[src/rtl/exc_seq_pkg.sv]
package exc_seq_pkg;

  localparam int NUM_KINDS = 8;
  localparam int KIND_W    = 3;
  localparam int MODE_W    = 5;
  localparam int NUM_BANKS = 5;
  localparam int BIDX_W    = $clog2(NUM_BANKS);

  // status word bit positions
  localparam int PSR_I = 7;
  localparam int PSR_F = 6;
  localparam int PSR_T = 5;

  // exception code doubles as the vector slot index
  localparam logic [KIND_W-1:0] K_RESET = 3'd0;
  localparam logic [KIND_W-1:0] K_UNDEF = 3'd1;
  localparam logic [KIND_W-1:0] K_SWI   = 3'd2;
  localparam logic [KIND_W-1:0] K_PABT  = 3'd3;
  localparam logic [KIND_W-1:0] K_DABT  = 3'd4;
  localparam logic [KIND_W-1:0] K_RSVD  = 3'd5;
  localparam logic [KIND_W-1:0] K_IRQ   = 3'd6;
  localparam logic [KIND_W-1:0] K_FIQ   = 3'd7;

  localparam logic [MODE_W-1:0] M_USR = 5'h10;
  localparam logic [MODE_W-1:0] M_FIQ = 5'h11;
  localparam logic [MODE_W-1:0] M_IRQ = 5'h12;
  localparam logic [MODE_W-1:0] M_SVC = 5'h13;
  localparam logic [MODE_W-1:0] M_ABT = 5'h17;
  localparam logic [MODE_W-1:0] M_UND = 5'h1B;
  localparam logic [MODE_W-1:0] M_SYS = 5'h1F;

  // highest priority first
  localparam int NUM_PRIO = 7;
  localparam logic [KIND_W-1:0] PRIO_ORDER [NUM_PRIO] =
    '{K_RESET, K_DABT, K_FIQ, K_IRQ, K_PABT, K_UNDEF, K_SWI};

  typedef struct packed {
    logic              valid;
    logic [BIDX_W-1:0] idx;
  } bank_sel_t;

  function automatic logic [MODE_W-1:0] target_mode(input logic [KIND_W-1:0] k);
    case (k)
      K_RESET, K_SWI: target_mode = M_SVC;
      K_UNDEF:        target_mode = M_UND;
      K_PABT, K_DABT: target_mode = M_ABT;
      K_IRQ:          target_mode = M_IRQ;
      K_FIQ:          target_mode = M_FIQ;
      default:        target_mode = M_SVC;
    endcase
  endfunction

  function automatic logic masks_fast(input logic [KIND_W-1:0] k);
    masks_fast = (k == K_RESET) || (k == K_FIQ);
  endfunction

  function automatic bank_sel_t bank_of(input logic [MODE_W-1:0] m);
    bank_sel_t s;
    s.valid = 1'b1;
    case (m)
      M_FIQ:   s.idx = BIDX_W'(0);
      M_IRQ:   s.idx = BIDX_W'(1);
      M_SVC:   s.idx = BIDX_W'(2);
      M_ABT:   s.idx = BIDX_W'(3);
      M_UND:   s.idx = BIDX_W'(4);
      default: begin s.valid = 1'b0; s.idx = '0; end
    endcase
    return s;
  endfunction

  function automatic logic [31:0] entry_status(input logic [31:0] cur,
                                               input logic [KIND_W-1:0] k);
    logic [31:0] r;
    r        = cur;
    r[4:0]   = target_mode(k);
    r[PSR_T] = 1'b0;
    r[PSR_I] = 1'b1;
    if (masks_fast(k)) r[PSR_F] = 1'b1;
    return r;
  endfunction

endpackage

[src/rtl/exc_prio.sv]
module exc_prio
  import exc_seq_pkg::*;
(
  input  logic [NUM_KINDS-1:0] req,
  input  logic                 irq_masked,
  input  logic                 fiq_masked,
  output logic                 any,
  output logic [KIND_W-1:0]    kind
);

  logic [NUM_KINDS-1:0] live;

  always_comb begin
    live         = req;
    live[K_IRQ]  = req[K_IRQ] & ~irq_masked;
    live[K_FIQ]  = req[K_FIQ] & ~fiq_masked;
    live[K_RSVD] = 1'b0;
  end

  // walk from lowest to highest so the highest live request wins
  always_comb begin
    kind = K_RESET;
    for (int p = NUM_PRIO - 1; p >= 0; p--) begin
      if (live[PRIO_ORDER[p]]) kind = PRIO_ORDER[p];
    end
    any = |live;
  end

endmodule

[src/rtl/exc_vec.sv]
module exc_vec
  import exc_seq_pkg::*;
#(
  parameter int              DATA_W     = 32,
  parameter logic [DATA_W-1:0] HI_BASE  = 32'hFFFF_0000,
  parameter logic [DATA_W-1:0] LO_BASE  = '0,
  parameter int              VEC_STRIDE = 4
) (
  input  logic [KIND_W-1:0] kind,
  input  logic              hivec,
  output logic [DATA_W-1:0] addr
);

  localparam int SHIFT = $clog2(VEC_STRIDE);

  function automatic logic [DATA_W-1:0] slot_offset(input logic [KIND_W-1:0] k);
    return DATA_W'(k) << SHIFT;
  endfunction

  assign addr = (hivec ? HI_BASE : LO_BASE) + slot_offset(kind);

endmodule

[src/rtl/exc_bank.sv]
module exc_bank
  import exc_seq_pkg::*;
#(
  parameter int DATA_W = 32,
  parameter int NB     = NUM_BANKS
) (
  input  logic              clk,
  input  logic              rst_n,
  input  logic              wr_en,
  input  logic [BIDX_W-1:0] wr_idx,
  input  logic [DATA_W-1:0] wr_psr,
  input  logic [DATA_W-1:0] wr_lr,
  input  logic [BIDX_W-1:0] rd_idx,
  output logic [DATA_W-1:0] rd_psr,
  output logic [DATA_W-1:0] rd_lr
);

  logic [NB-1:0][DATA_W-1:0] psr_all;
  logic [NB-1:0][DATA_W-1:0] lr_all;

  for (genvar g = 0; g < NB; g++) begin : g_ent
    logic [DATA_W-1:0] psr_q;
    logic [DATA_W-1:0] lr_q;
    always_ff @(posedge clk) begin
      if (!rst_n) begin
        psr_q <= '0;
        lr_q  <= '0;
      end else if (wr_en && (wr_idx == BIDX_W'(g))) begin
        psr_q <= wr_psr;
        lr_q  <= wr_lr;
      end
    end
    assign psr_all[g] = psr_q;
    assign lr_all[g]  = lr_q;
  end

  always_comb begin
    rd_psr = '0;
    rd_lr  = '0;
    for (int i = 0; i < NB; i++) begin
      if (rd_idx == BIDX_W'(i)) begin
        rd_psr = psr_all[i];
        rd_lr  = lr_all[i];
      end
    end
  end

endmodule

[src/rtl/exc_seq.sv]
module exc_seq
  import exc_seq_pkg::*;
#(
  parameter int                DATA_W     = 32,
  parameter logic [DATA_W-1:0] HI_BASE    = 32'hFFFF_0000,
  parameter int                VEC_STRIDE = 4
) (
  input  logic              clk,
  input  logic              rst_n,
  input  logic              exc_reset,
  input  logic              exc_undef,
  input  logic              exc_swi,
  input  logic              exc_pabt,
  input  logic              exc_dabt,
  input  logic              exc_irq,
  input  logic              exc_fiq,
  input  logic              ret_req,
  input  logic [DATA_W-1:0] cur_psr,
  input  logic [DATA_W-1:0] ret_addr,
  input  logic              hivec,
  output logic              spsr_we,
  output logic [MODE_W-1:0] spsr_mode,
  output logic [DATA_W-1:0] spsr_wdata,
  output logic              lr_we,
  output logic [MODE_W-1:0] lr_mode,
  output logic [DATA_W-1:0] lr_wdata,
  output logic              psr_we,
  output logic [DATA_W-1:0] psr_new,
  output logic              pc_we,
  output logic [DATA_W-1:0] pc_new,
  output logic              taken,
  output logic [KIND_W-1:0] taken_kind
);

  // named internal events
  logic [NUM_KINDS-1:0] req_vec;
  logic                 ent_any;
  logic [KIND_W-1:0]    ent_kind;
  logic [MODE_W-1:0]    ent_mode;
  logic [DATA_W-1:0]    ent_psr;
  logic [DATA_W-1:0]    ent_pc;
  bank_sel_t            wr_sel;
  bank_sel_t            rd_sel;
  logic                 ret_go;
  logic [DATA_W-1:0]    bank_psr;
  logic [DATA_W-1:0]    bank_lr;

  always_comb begin
    req_vec          = '0;
    req_vec[K_RESET] = exc_reset;
    req_vec[K_UNDEF] = exc_undef;
    req_vec[K_SWI]   = exc_swi;
    req_vec[K_PABT]  = exc_pabt;
    req_vec[K_DABT]  = exc_dabt;
    req_vec[K_IRQ]   = exc_irq;
    req_vec[K_FIQ]   = exc_fiq;
  end

  exc_prio u_prio (
    .req        (req_vec),
    .irq_masked (cur_psr[PSR_I]),
    .fiq_masked (cur_psr[PSR_F]),
    .any        (ent_any),
    .kind       (ent_kind)
  );

  exc_vec #(
    .DATA_W     (DATA_W),
    .HI_BASE    (HI_BASE),
    .LO_BASE    ('0),
    .VEC_STRIDE (VEC_STRIDE)
  ) u_vec (
    .kind  (ent_kind),
    .hivec (hivec),
    .addr  (ent_pc)
  );

  assign ent_mode = target_mode(ent_kind);
  assign ent_psr  = DATA_W'(entry_status(32'(cur_psr), ent_kind));
  assign wr_sel   = bank_of(ent_mode);
  assign rd_sel   = bank_of(cur_psr[MODE_W-1:0]);
  assign ret_go   = ret_req & ~ent_any & rd_sel.valid;

  exc_bank #(
    .DATA_W (DATA_W),
    .NB     (NUM_BANKS)
  ) u_bank (
    .clk    (clk),
    .rst_n  (rst_n),
    .wr_en  (ent_any),
    .wr_idx (wr_sel.idx),
    .wr_psr (cur_psr),
    .wr_lr  (ret_addr),
    .rd_idx (rd_sel.idx),
    .rd_psr (bank_psr),
    .rd_lr  (bank_lr)
  );

  always_ff @(posedge clk) begin
    if (!rst_n) begin
      spsr_we    <= 1'b0;
      spsr_mode  <= '0;
      spsr_wdata <= '0;
      lr_we      <= 1'b0;
      lr_mode    <= '0;
      lr_wdata   <= '0;
      psr_we     <= 1'b0;
      psr_new    <= '0;
      pc_we      <= 1'b0;
      pc_new     <= '0;
      taken      <= 1'b0;
      taken_kind <= '0;
    end else begin
      spsr_we <= 1'b0;
      lr_we   <= 1'b0;
      psr_we  <= 1'b0;
      pc_we   <= 1'b0;
      taken   <= 1'b0;
      if (ent_any) begin
        spsr_we    <= 1'b1;
        spsr_mode  <= ent_mode;
        spsr_wdata <= cur_psr;
        lr_we      <= 1'b1;
        lr_mode    <= ent_mode;
        lr_wdata   <= ret_addr;
        psr_we     <= 1'b1;
        psr_new    <= ent_psr;
        pc_we      <= 1'b1;
        pc_new     <= ent_pc;
        taken      <= 1'b1;
        taken_kind <= ent_kind;
      end else if (ret_go) begin
        psr_we  <= 1'b1;
        psr_new <= bank_psr;
        pc_we   <= 1'b1;
        pc_new  <= bank_lr;
      end
    end
  end

endmodule

[config.mk]
export PLATFORM = sky130hd
export DESIGN_NAME = exc_seq
export DESIGN_NICKNAME = d
export VERILOG_FILES = /design/src/rtl/exc_seq_pkg.sv /design/src/rtl/exc_prio.sv /design/src/rtl/exc_vec.sv /design/src/rtl/exc_bank.sv /design/src/rtl/exc_seq.sv
export SDC_FILE = /design/constraint.sdc
export NUM_CORES = 1
export LEC_CHECK = 0
export BUFFER_PORTS_ARGS = -buffer_cell sky130_fd_sc_hd__buf_2
export CAP_MARGIN = 20
export CORE_ASPECT_RATIO = 1.1
export CORE_UTILIZATION = 45
export DETAILED_ROUTE_END_ITERATION = 10
export PLACE_DENSITY_LB_ADDON = 0.2
export SYNTH_ARGS = -nofsm -noshare
export SYNTH_HDL_FRONTEND = slang
export SYNTH_HIERARCHICAL = 1
export SYNTH_SLANG_ARGS = --single-unit
[constraint.sdc]
create_clock -name clk -period 10.3 [get_ports clk]
set_clock_uncertainty 0.1 [all_clocks]
set_input_delay 2.06 -clock clk [delete_from_list [all_inputs] [get_ports clk]]
set_output_delay 2.06 -clock clk [all_outputs]
set_load 0.01 [all_outputs]
==> results of run 1 <==
## final cells by class
type | instances | area, sq um | area share
clock buffer | 79 | 1572 | 0.06724
multi-input combinational | 1802 | 10400 | 0.4451
inverter | 4 | 16.27 | 0.0006959
sequential | 458 | 9169 | 0.3923
clock inverter | 11 | 133.9 | 0.005728
timing repair buffer | 245 | 1343 | 0.05744
tap | 588 | 735.7 | 0.03148
## registers in the layout, indices dropped and copies added, names as in the netlist
signal and count:
spsr_wdata 32, taken 1, pc_we 1, lr_mode 5
lr_wdata 32, pc_new 32, taken_kind 3, psr_new 32
u_bank/g_ent.psr_q 160, u_bank/g_ent.lr_q 160
## worst max-delay path, delay by kind of cell
kind / cells / cell delay [ns]
AOI/OAI and AO/OA: 3 / 1.69
buffers and inverters: 3 / 1.07
and+or+nand+nor: 4 / 0.98
## stage by stage
stage | hold slack (ns) | instance area [sq um] | std cells | power (mW) | setup slack (ns)
CTS | 0.3539 | 23370 | 3187 | 4.199 | 4.887
detailed placement | 0.3455 | 21670 | 3097 | 2.358 | 4.311
global route | 0.3640 | 23370 | 3187 | 4.318 | 4.644
floorplan | 0.3316 | 20740 | 2518 | 2.207 | 5.458
finish | 0.3520 | 23370 | 3187 | 4.164 | 4.856
global placement | 0.3366 | 21620 | 3095 | 2.344 | 4.362
## how the worst max path moves through the flow
| stage | startpoint | to | slack [ns] | depth (start not counted) |
|---|---|---|---|---|
| floorplan | cur_psr[7] | u_bank/g_ent[0].lr_q[0] | 5.46 | 11 |
| global placement | cur_psr[6] | u_bank/g_ent[4].psr_q[29] | 4.36 | 8 |
| detailed placement | cur_psr[6] | u_bank/g_ent[1].lr_q[11] | 4.31 | 8 |
| CTS | cur_psr[6] | u_bank/g_ent[1].lr_q[24] | 4.89 | 8 |
| global route | cur_psr[6] | u_bank/g_ent[3].lr_q[13] | 4.64 | 8 |
| finish | cur_psr[6] | u_bank/g_ent[4].lr_q[28] | 4.86 | 10 |
## placed cells by master, fill, tap and decap left out, types with 2 or more instances in the layout
| cell | count |
|---|---|
| nand3_1 | 4 |
| buf_12 | 2 |
| a21boi_1 | 47 |
| a32oi_1 | 64 |
| clkbuf_16 | 51 |
| nand2b_1 | 2 |
| nor3b_1 | 3 |
| clkinv_2 | 8 |
| a221oi_2 | 6 |
| conb_1 | 13 |
| a31oi_1 | 65 |
| o221ai_1 | 56 |
| clkbuf_8 | 20 |
| mux2i_1 | 69 |
| nand2_1 | 708 |
| a21boi_0 | 275 |
| nor2_4 | 2 |
| clkbuf_1 | 9 |
| nand2_4 | 2 |
| nor2_2 | 2 |
| nand2b_2 | 2 |
| buf_4 | 22 |
| a21oi_1 | 3 |
| a211oi_1 | 57 |
| inv_1 | 2 |
| or2_2 | 56 |
| dfxtp_1 | 458 |
| nor2b_1 | 2 |
| buf_2 | 219 |
| o21ai_0 | 7 |
| bufinv_16 | 3 |
| nor3_1 | 2 |
| and4bb_4 | 3 |
| mux2_2 | 64 |
| nand4bb_4 | 3 |
| nor2_1 | 266 |
| o311a_1 | 2 |
## power by group through the flow
stage          Clock, mW  Sequential, mW  Combinational, mW
2_1_floorplan          0            1.95              0.260
3_3_place_gp           0            1.94              0.406
3_5_place_dp           0            1.94              0.416
4_1_cts             1.88            1.90              0.417
5_1_grt             1.95            1.91              0.459
6_report            1.84            1.90              0.418
## metal layers
| metal | GRT usage | routed length (microns) |
|---|---|---|
| met1 | 0.3465 | 27230 |
| met2 | 0.4251 | 28570 |
| met3 | 0.04266 | 3928 |
| met4 | 0.08017 | 1418 |
| met5 | 0 | 23 |
==> results.md, run 1 <==
Run status:
- The run finished, with violations left.
- The final reports fail on DRC.

Floorplanning:
- The horizontal extent of the die is just over 200 microns.
- For this design the top-level I/O count stands at roughly 220.
- The overall die height is 226.9 microns.
- The floorplan has 82 rows.
- The effective utilization at floorplan is 0.4554.
- The die area is 46860 sq um.
- The region available for standard cell placement spans between 40000 and 50000 sq um.

Power and ir drop:
- The net switching share of the total power is 0.2518.
- The cell-internal power is 3.115 mW.
- The largest vdd supply drop is roughly 0.12 mV.
- The share of total power dissipated in combinational logic is 0.100.
- The part of the total power dissipated in sequential elements is 0.457.
- The analysis attributes to net switching a power of about 1.0 mW.
- For this design the static power due to leakage is between 9 and 10 nW.
- The power density normalized to cell area is about 180 nW/um^2.
- The share of total power dissipated in the clock network is 0.442.

Setup path:
- The library cell contributing the largest single delay on the critical path is a31oi_1.
- In this run the register-to-register setup slack is slightly below 9 ns.
- The critical path's largest stage delay is 0.78 ns.
- The data required time at the worst endpoint is 10.71 ns.
- The critical path startpoint category is a primary input.
- In this design, the critical path's most frequently occurring cell is buf_4.
- The endpoint identified for the worst register-to-register timing path is pc_new[18].
- The kind of capture point of the worst setup path is a flop.
- The arrival time at the worst endpoint is 5.85 ns.
- Of all nets on the critical path, the largest fanout is 48.
- Walking the worst path, the cells encountered are buf_2 -> nand2b_2 -> a31oi_1 -> nor3_1 -> buf_4 -> a21oi_1 -> nand4bb_4 -> buf_4 -> nand2_1 -> a21boi_1.
- The depth of the most critical reg-to-reg path is 5.
- The startpoint identified for the worst register-to-register timing path is u_bank/g_ent[0].lr_q[18].
- The worst setup path category is in -> reg.

GRT:
- The initial antenna violation count is 2.
- The first global-routing pass estimated 95.62 mm of wire.
- The pin count of the biggest net entering global routing is just over 200.
- The number of global-route vias before repair is 17010.
- The overall routing resource usage is 0.2590.
- The total global routing overflow is 0.

Drt:
- The total routed wirelength is 61.17 mm.
- The vias after detailed routing is ~18000.
- After detailed routing, the number of vias per cell comes to 5.621.
- The number of iterations in the first detailed-routing pass is 9.
- In this run, the number of DRC markers left after iteration 0 of detailed routing was 1391.
- The routed wirelength normalized by instance count is 19.19 microns.
- The remaining number of nets flagged by the antenna check after routing is 0.
- For this run, design rule violations remaining after detail routing come to 15.

Cells and area:
- The fraction of final layout cells with drive strength greater than 1 is 0.1839.
- The final design utilization is 0.5142.
- The repair_antennas step left the layout with diodes totalling 0.
- The final net count is 2635.
- The layout overhead on the synthesized area is 12.91%.
- The fill cell total of the finished layout is 4297.

Yosys:
- Summing every instance area after synthesis gives around 21000 sq um.
- The mean area per synthesized cell is 8.260 sq um.
- The number of standard cells after synthesis is 2506.
- For this run, the number of Yosys warnings is 6.

Clock tree:
- The clock input transition at the sequential cells of the worst setup and hold paths is 0.06 ns.
- The H-tree was split into 2 levels.
- The clock latency at the later pin of the worst-skew pair is roughly 0.60 ns.
- The post-cts gate resize count is 0.
- The number of sinks on the clock net is around 460.
- The clock buffer count from CTS is 49.
- The post-CTS setup repair buffer count is 0.
- TritonCTS built the clock tree.
- The number of hold buffers added after CTS was 0.
- Counting along the longest clock path gives a buffer depth of 3.
- The library cell used as clock root buffer is clkbuf_16.

Timing:
- Timing would allow up to between 0.15 and 0.2 GHz.
- The number of setup violations in the final report is 0.
- The final critical-path share of the clock period is 0.5285.
- Setup repair after global routing left no endpoint under its margin.
- In the final timing run, aggregate negative setup slack is 0 ns.
- The final critical path time including I/O delays and setup is about 5.4 ns.
- The transition at the pin with the smallest max-transition slack is 1.177 ns.
- The number of pins exceeding their max-slew limit in the final report came to 0.
- In this run the tightest slew margin relative to its limit is 0.2146.
- The number of failing hold endpoints at the final stage is 0.

Worst hold path:
- The end of the worst hold path is u_bank/g_ent[1].lr_q[6].
- The worst hold path was traced through 2 stages.
- The startpoint of the most critical hold path is u_bank/g_ent[1].lr_q[6].
- The type of the worst min-delay path is reg -> reg.

Placed design:
- The total of buffers placed on input and output ports is 220.
- The wire-length estimate of the detail-placed layout is 33.91 mm.
- Routability-driven placement finished with a final weighted congestion of about 0.8.

Job:
- Max-cap violations in this run came to 0.
Note: power is estimated with default switching activity, not from simulation.
==> inputs of run 2 (changes only) <==
==> constraint.sdc (replaced) <==
create_clock -name clk -period 5.5 [get_ports clk]
set_clock_uncertainty 0.1 [all_clocks]
set_input_delay 1.1 -clock clk [delete_from_list [all_inputs] [get_ports clk]]
set_output_delay 1.1 -clock clk [all_outputs]
set_load 0.01 [all_outputs]
==> results.md, run 2 (synthesis gave the netlist of run 1 again) <==
Clock tree:
- The number of sinks on the clock net is 458 (unchanged).
- The depth of the CTS H-tree is 2 (unchanged).
- Clock tree synthesis selected as its root buffer the cell clkbuf_16.
- The post-cts gate resize count is 0 (unchanged).
- The clock buffer count from CTS is 48 (-2.0%).
- The clock input transition at the sequential cells of the worst setup and hold paths is 0.06 ns (about the same).
- The number of hold buffers added after CTS was 0 (unchanged).
- The post-CTS setup repair buffer count is 0 (unchanged).
- The TritonCTS clock tree is yes.
- The maximum clock insertion buffer count is 3 (unchanged).
- The clock latency at the later pin of the worst-skew pair is 0.58 ns (-0.02 ns).

Placed design:
- The half-perimeter wire length after detailed placement is 35.09 mm (+3.5%).
- The final weighted congestion of routability-driven global placement is 0.8061 (+1.5%).
- The worst slack at placement came to 1.255 ns (-3.056 ns).
- The instance area after placement is 21760 sq um (+0.45%).
- The total of buffers placed on input and output ports is 220 (unchanged).

Power and ir drop:
- The total power of the final layout is 7.705 mW (+85%).
- The power density normalized to cell area is 329.2 nW/um^2 (+85%).
- The largest vdd supply drop was 0.1742 mV (+45%).
- The leakage power total is 9.540 nW (+0.13%).

Run status:
- The run finished, with violations left.
- The final reports fail on DRC.

Setup path:
- The largest fanout of any net on the critical path is 64 (+33%).
- The data required time at the worst endpoint is 5.89 ns (-4.82 ns).
- The worst setup path is captured at a flop.
- The worst setup path is launched from a primary input.
- The worst setup path category is in -> reg.
- The arrival time at the worst endpoint is 4.15 ns (-1.70 ns).

Timing:
- The setup slack after layout is 1.741 ns (-3.116 ns).
- The number of pins exceeding their max-slew limit in the final report was 0 (unchanged).
- The final critical path time including I/O delays and setup is around 3.8 ns.
- The number of setup violations in the final report is 0 (unchanged).
- The number of failing hold endpoints at the final stage is 0 (unchanged).
- Of the available clock period, the critical path in the final layout requires 0.6835.
- The transition at the pin with the smallest max-transition slack was 1.121 ns (-0.05574 ns).
- Timing would allow up to between 0.2 and 0.3 GHz.
- The total negative setup slack came to 0 ns (unchanged).
- Setup repair after global routing left no endpoint under its margin.
- The remaining max-slew budget at the tightest pin is 0.2526 (+0.03801).

Cells and area:
- The number of antenna diodes came to 0 (unchanged).
- In the layout the commonest cells are 708 x nand2_1, 458 x dfxtp_1, 275 x a21boi_0.
- The fraction of final layout cells with drive strength greater than 1 came to 0.1840 (about the same).
- The final design utilization is 0.5149 (+0.0006330).
- From synthesis to final layout, the design area changed by 13.05%.
- The final design area excluding fillers is 23400 sq um (+0.12%).
- The final net count is 2644 (+0.34%).
- The largest registers in the layout are u_bank/g_ent.lr_q (160), u_bank/g_ent.psr_q (160).
- The most common cell after layout, fill and taps aside is nand2_1.

Job:
- The max-capacitance violation count is 0 (unchanged).

Drt:
- The per-cell via count in the routed design is 5.641 (+0.36%).
- The total routed wirelength was 62.29 mm (+1.8%).
- The remaining number of nets flagged by the antenna check after routing is 0 (unchanged).
- The number of violations reported at the end of detailed-routing iteration 0 is 1279 (-8.1%).
- The total DRC errors in the routed layout is 15 (unchanged).
- The routed wirelength normalized by instance count came to 19.52 microns (+1.7%).
- The number of iterations in the first detailed-routing pass was 10 (+1).
- The vias after detailed routing was 18000 (+0.49%).

GRT:
- The global-route wire length before repair is 96.34 mm (+0.76%).
- The pin count of the biggest net entering global routing is 211 (+1.9%).
- The total global routing overflow was 0 (unchanged).
- The initial antenna violation count is 0 (-2).
- The overall routing resource usage was 0.2628 (+0.003803).
- The number of global-route vias before repair is 16950 (-0.37%).

Floorplanning:
- The I/O pin count is 221 (unchanged).
- The overall die height came to 226.9 microns (unchanged).
- The horizontal extent of the die is 206.5 microns (unchanged).
- The placement row count is 82 (unchanged).
- The die area is 46860 sq um (unchanged).
- The placeable core region is 45450 sq um (unchanged).
- The effective utilization at floorplan is 0.4554 (unchanged).

Worst hold path:
- The type of the worst min-delay path is reg -> reg.
==> run 2: final timing paths <==
path,from,endpoint,slack (ns),cells past startpoint
min,u_bank/g_ent[0].psr_q[15],u_bank/g_ent[0].psr_q[15],0.35,2
min reg2reg,u_bank/g_ent[0].psr_q[15],u_bank/g_ent[0].psr_q[15],0.35,2
max,cur_psr[6],u_bank/g_ent[3].lr_q[3],1.74,9
max reg2reg,u_bank/g_ent[1].lr_q[6],pc_new[6],4.10,5
==> run 2: power by group <==
| group | switching, mW | internal, mW |
|---|---|---|
| logic | 0.523 | 0.272 |
| registers | 0.0838 | 3.48 |
| clock network | 1.35 | 1.99 |
==> run 2: worst max-delay path: stages <==
cell and delay (ns):
buf_2 0.17, nand2b_2 0.21, nand2_1 0.08, o31a_1 0.31, nor3_1 0.11, a21oi_1 0.68
and4b_4 1.14, nand2_1 0.11, a21boi_0 0.23
==> run 2: area by class of cell <==
type                       instances  area (sq um)
clock buffer                      74          1450
timing repair buffer             255          1468
inverter                           4         16.27
clock inverter                    10         158.9
sequential                       458          9169
fill                            4244         22050
tap                              588         735.7
multi-input combinational       1802         10400
==> run 2: through the flow <==
| step | cells | hold WS [ns] |
|---|---|---|
| 2_1_floorplan | 2518 | 0.3316 |
| 5_1_grt | 3191 | 0.3708 |
| 3_5_place_dp | 3106 | 0.3427 |
| 3_3_place_gp | 3106 | 0.3369 |
| 6_report | 3191 | 0.3498 |
| 4_1_cts | 3190 | 0.3509 |
==> run 2: per-layer routing <==
layer  wire (microns)  global-route usage  part of all wire  vias up
met3             4586             0.04867             0.074       98
met5                0                   0                 0        -
met4             1428             0.07732             0.023        0
met2            28980              0.4331              0.47      626
li1                 -                   -                 -     8613
met1            27300              0.3484              0.44     8664
==> inputs of run 3 (changes only) <==
==> constraint.sdc (replaced) <==
create_clock -name clk -period 3.72 [get_ports clk]
set_clock_uncertainty 0.1 [all_clocks]
set_input_delay 0.744 -clock clk [delete_from_list [all_inputs] [get_ports clk]]
set_output_delay 0.744 -clock clk [all_outputs]
set_load 0.01 [all_outputs]
==> results.md, run 3 (synthesis gave the netlist of run 1 again) <==
Drt:
- The per-cell via count in the routed design is 5.645 (about the same).
- The met3 wire length was 4.117 mm (-10%).
- The remaining number of nets flagged by the antenna check after routing was 0 (unchanged).
- The number of violations reported at the end of detailed-routing iteration 0 was 1299 (+1.6%).
- The number of iterations in the first detailed-routing pass is 8 (-2).
- The wire length on met1 is 27.28 mm (about the same).
- The total routed wirelength is 62.32 mm (about the same).
- The routed length on met2 was 29.21 mm (+0.82%).
- The vias after detailed routing is 18160 (+0.86%).
- The routed wirelength normalized by instance count is 19.38 microns (-0.73%).
- The total DRC errors in the routed layout is 15 (unchanged).
- After detailed routing, no signal wire sits above met4.

Placed design:
- The half-perimeter wire length after detailed placement was 37.17 mm (+5.9%).
- The total of buffers placed on input and output ports is 220 (unchanged).
- The instance area after placement was 22090 sq um (+1.5%).
- The final weighted congestion of routability-driven global placement is 0.8083 (+0.27%).

Timing:
- Setup repair after global routing left no endpoint under its margin.
- The final critical-path share of the clock period is 0.8109.
- Based on the critical path, the design can be clocked at up to 0.3315 GHz.
- The remaining max-slew budget at the tightest pin came to 0.2833 (+0.03071).
- The final critical path time including I/O delays and setup is 3.016 ns.
- The total negative setup slack was 0 ns (unchanged).
- The transition at the pin with the smallest max-transition slack was 1.075 ns (-0.04606 ns).
- The number of setup violations in the final report is 0 (unchanged).
- The number of failing hold endpoints at the final stage was 0 (unchanged).
- The number of pins exceeding their max-slew limit in the final report is 0 (unchanged).

Cells and area:
- The final design area excluding fillers came to 23700 sq um (+1.3%).
- The layout overhead on the synthesized area is 14.47%.
- In the layout the commonest cells are 708 x nand2_1, 458 x dfxtp_1, 275 x a21boi_0.
- In the final layout, the registers with the most flip-flops are u_bank/g_ent.lr_q (160), u_bank/g_ent.psr_q (160).
- The final design utilization is 0.5213 (+0.006470).
- The fraction of final layout cells with drive strength greater than 1 is 0.1925 (+0.008523).
- The final net count is 2673 (+1.1%).
- The number of antenna diodes is 0 (unchanged).
- The most common cell after layout, fill and taps aside is nand2_1.

Setup path:
- The largest fanout of any net on the critical path is 64 (unchanged).
- The signal on the critical path passes through buf_2 -> nand2b_2 -> a31oi_1 -> nand3b_1 -> nand2_1 -> or4b_4 -> nand2_1 -> a21boi_0.
- The arrival time at the worst endpoint is 3.38 ns (-0.77 ns).
- The critical path's largest stage delay is 1.01 ns (-0.13 ns).
- STA classifies the critical path startpoint as a primary input.
- The setup path with the least slack is of type in -> reg.
- STA classifies the critical path endpoint as a flop.
- The library cell contributing the largest single delay on the critical path is or4b_4.
- The cell seen most often among critical-path stages is nand2_1.
- The data required time at the worst endpoint is 4.09 ns (-1.80 ns).

Clock tree:
- The TritonCTS clock tree is yes.
- The clock latency at the later pin of the worst-skew pair is 0.59 ns (about the same).
- The maximum clock insertion buffer count is 3 (unchanged).
- The number of sinks on the clock net is 458 (unchanged).
- The root buffer cell chosen for the clock tree is clkbuf_16.
- The clock input transition at the sequential cells of the worst setup and hold paths came to 0.06 ns (about the same).
- The post-cts gate resize count was 0 (unchanged).
- The post-CTS setup repair buffer count was 0 (unchanged).
- The clock buffer count from CTS came to 49 (+2.1%).
- The depth of the CTS H-tree came to 2 (unchanged).
- The number of hold buffers added after CTS is 0 (unchanged).

Power and ir drop:
- The total power of the final layout was 11.41 mW (+48%).
- The power density normalized to cell area is 481.3 nW/um^2 (+46%).
- The largest vdd supply drop is 0.3008 mV (+73%).
- The leakage power total is 9.699 nW (+1.7%).

GRT:
- The total global routing overflow came to 0 (unchanged).
- The initial antenna violation count is 0 (unchanged).
- The pin count of the biggest net entering global routing is 98 (-54%).
- The global-route wire length before repair came to 97.40 mm (+1.1%).
- The overall routing resource usage is 0.2637 (+0.0009496).
- The number of global-route vias before repair is 17460 (+3.0%).

Floorplanning:
- The I/O pin count came to 221 (unchanged).
- The overall die height was 226.9 microns (unchanged).
- The die area is 46860 sq um (unchanged).
- The placement row count is 82 (unchanged).
- The horizontal extent of the die is 206.5 microns (unchanged).
- The placeable core region is 45450 sq um (unchanged).
- The effective utilization at floorplan came to 0.4554 (unchanged).

Run status:
- The run finished, with violations left.
- The checks that failed: DRC.

Job:
- The max-capacitance violation count was 0 (unchanged).

Worst hold path:
- In this run the worst hold path is classified as in -> reg.
[run 3: changes by cell type in the layout (fill, tap and decap cells not counted), sizes merged]
cell	delta
buf	+28
clkbuf	-1
bufinv	-1
clkinvlp	-1
[run 3: worst max-delay path: cells and delay by family]
kind	cells	cell delay [ns]
AOI/OAI and AO/OA	2	0.61
buffers and inverters	1	0.13
and+or+nand+nor	5	1.88
[run 3: worst paths after layout]
check | startpoint | end | slack (ns) | depth (start not counted)
min | ret_addr[16] | u_bank/g_ent[4].lr_q[16] | 0.35 | 3
max reg2reg | u_bank/g_ent[1].lr_q[17] | pc_new[17] | 2.33 | 5
min reg2reg | u_bank/g_ent[0].psr_q[12] | u_bank/g_ent[0].psr_q[12] | 0.35 | 2
max | cur_psr[6] | u_bank/g_ent[0].lr_q[23] | 0.70 | 8
[run 3: routing by layer]
| layer | GRT usage | up-vias |
|---|---|---|
| li1 | - | 8679 |
| met3 | 0.04123 | 117 |
| met1 | 0.3442 | 8765 |
| met4 | 0.08895 | 0 |
| met2 | 0.4416 | 594 |
| met5 | 0 | - |
[run 3: metrics by stage]
| step | hold WS [ns] | cells | worst slack, ns |
|---|---|---|---|
| floorplan | 0.3316 | 2518 | 0.1938 |
| global route | 0.3392 | 3216 | 0.6058 |
| detailed placement | 0.3454 | 3135 | 0.1858 |
| global placement | 0.3368 | 3135 | 0.3145 |
| finish | 0.3475 | 3216 | 0.7035 |
| CTS | 0.3252 | 3216 | 0.7971 |
[run 3: final cells by class]
cell class                 instances  area, sq um
multi-input combinational       1802        10400
sequential                       458         9169
inverter                           4        16.27
clock inverter                     8        121.4
clock buffer                      73         1479
fill                            4294        21760
timing repair buffer             283         1770
tap                              588        735.7
[run 3: where the power goes]
part	leakage [nW]	switching, mW	internal (mW)
sequential	3.75	0.121	5.15
clock	0.785	1.98	2.93
combinational	5.16	0.796	0.433
total	9.70	2.90	8.51
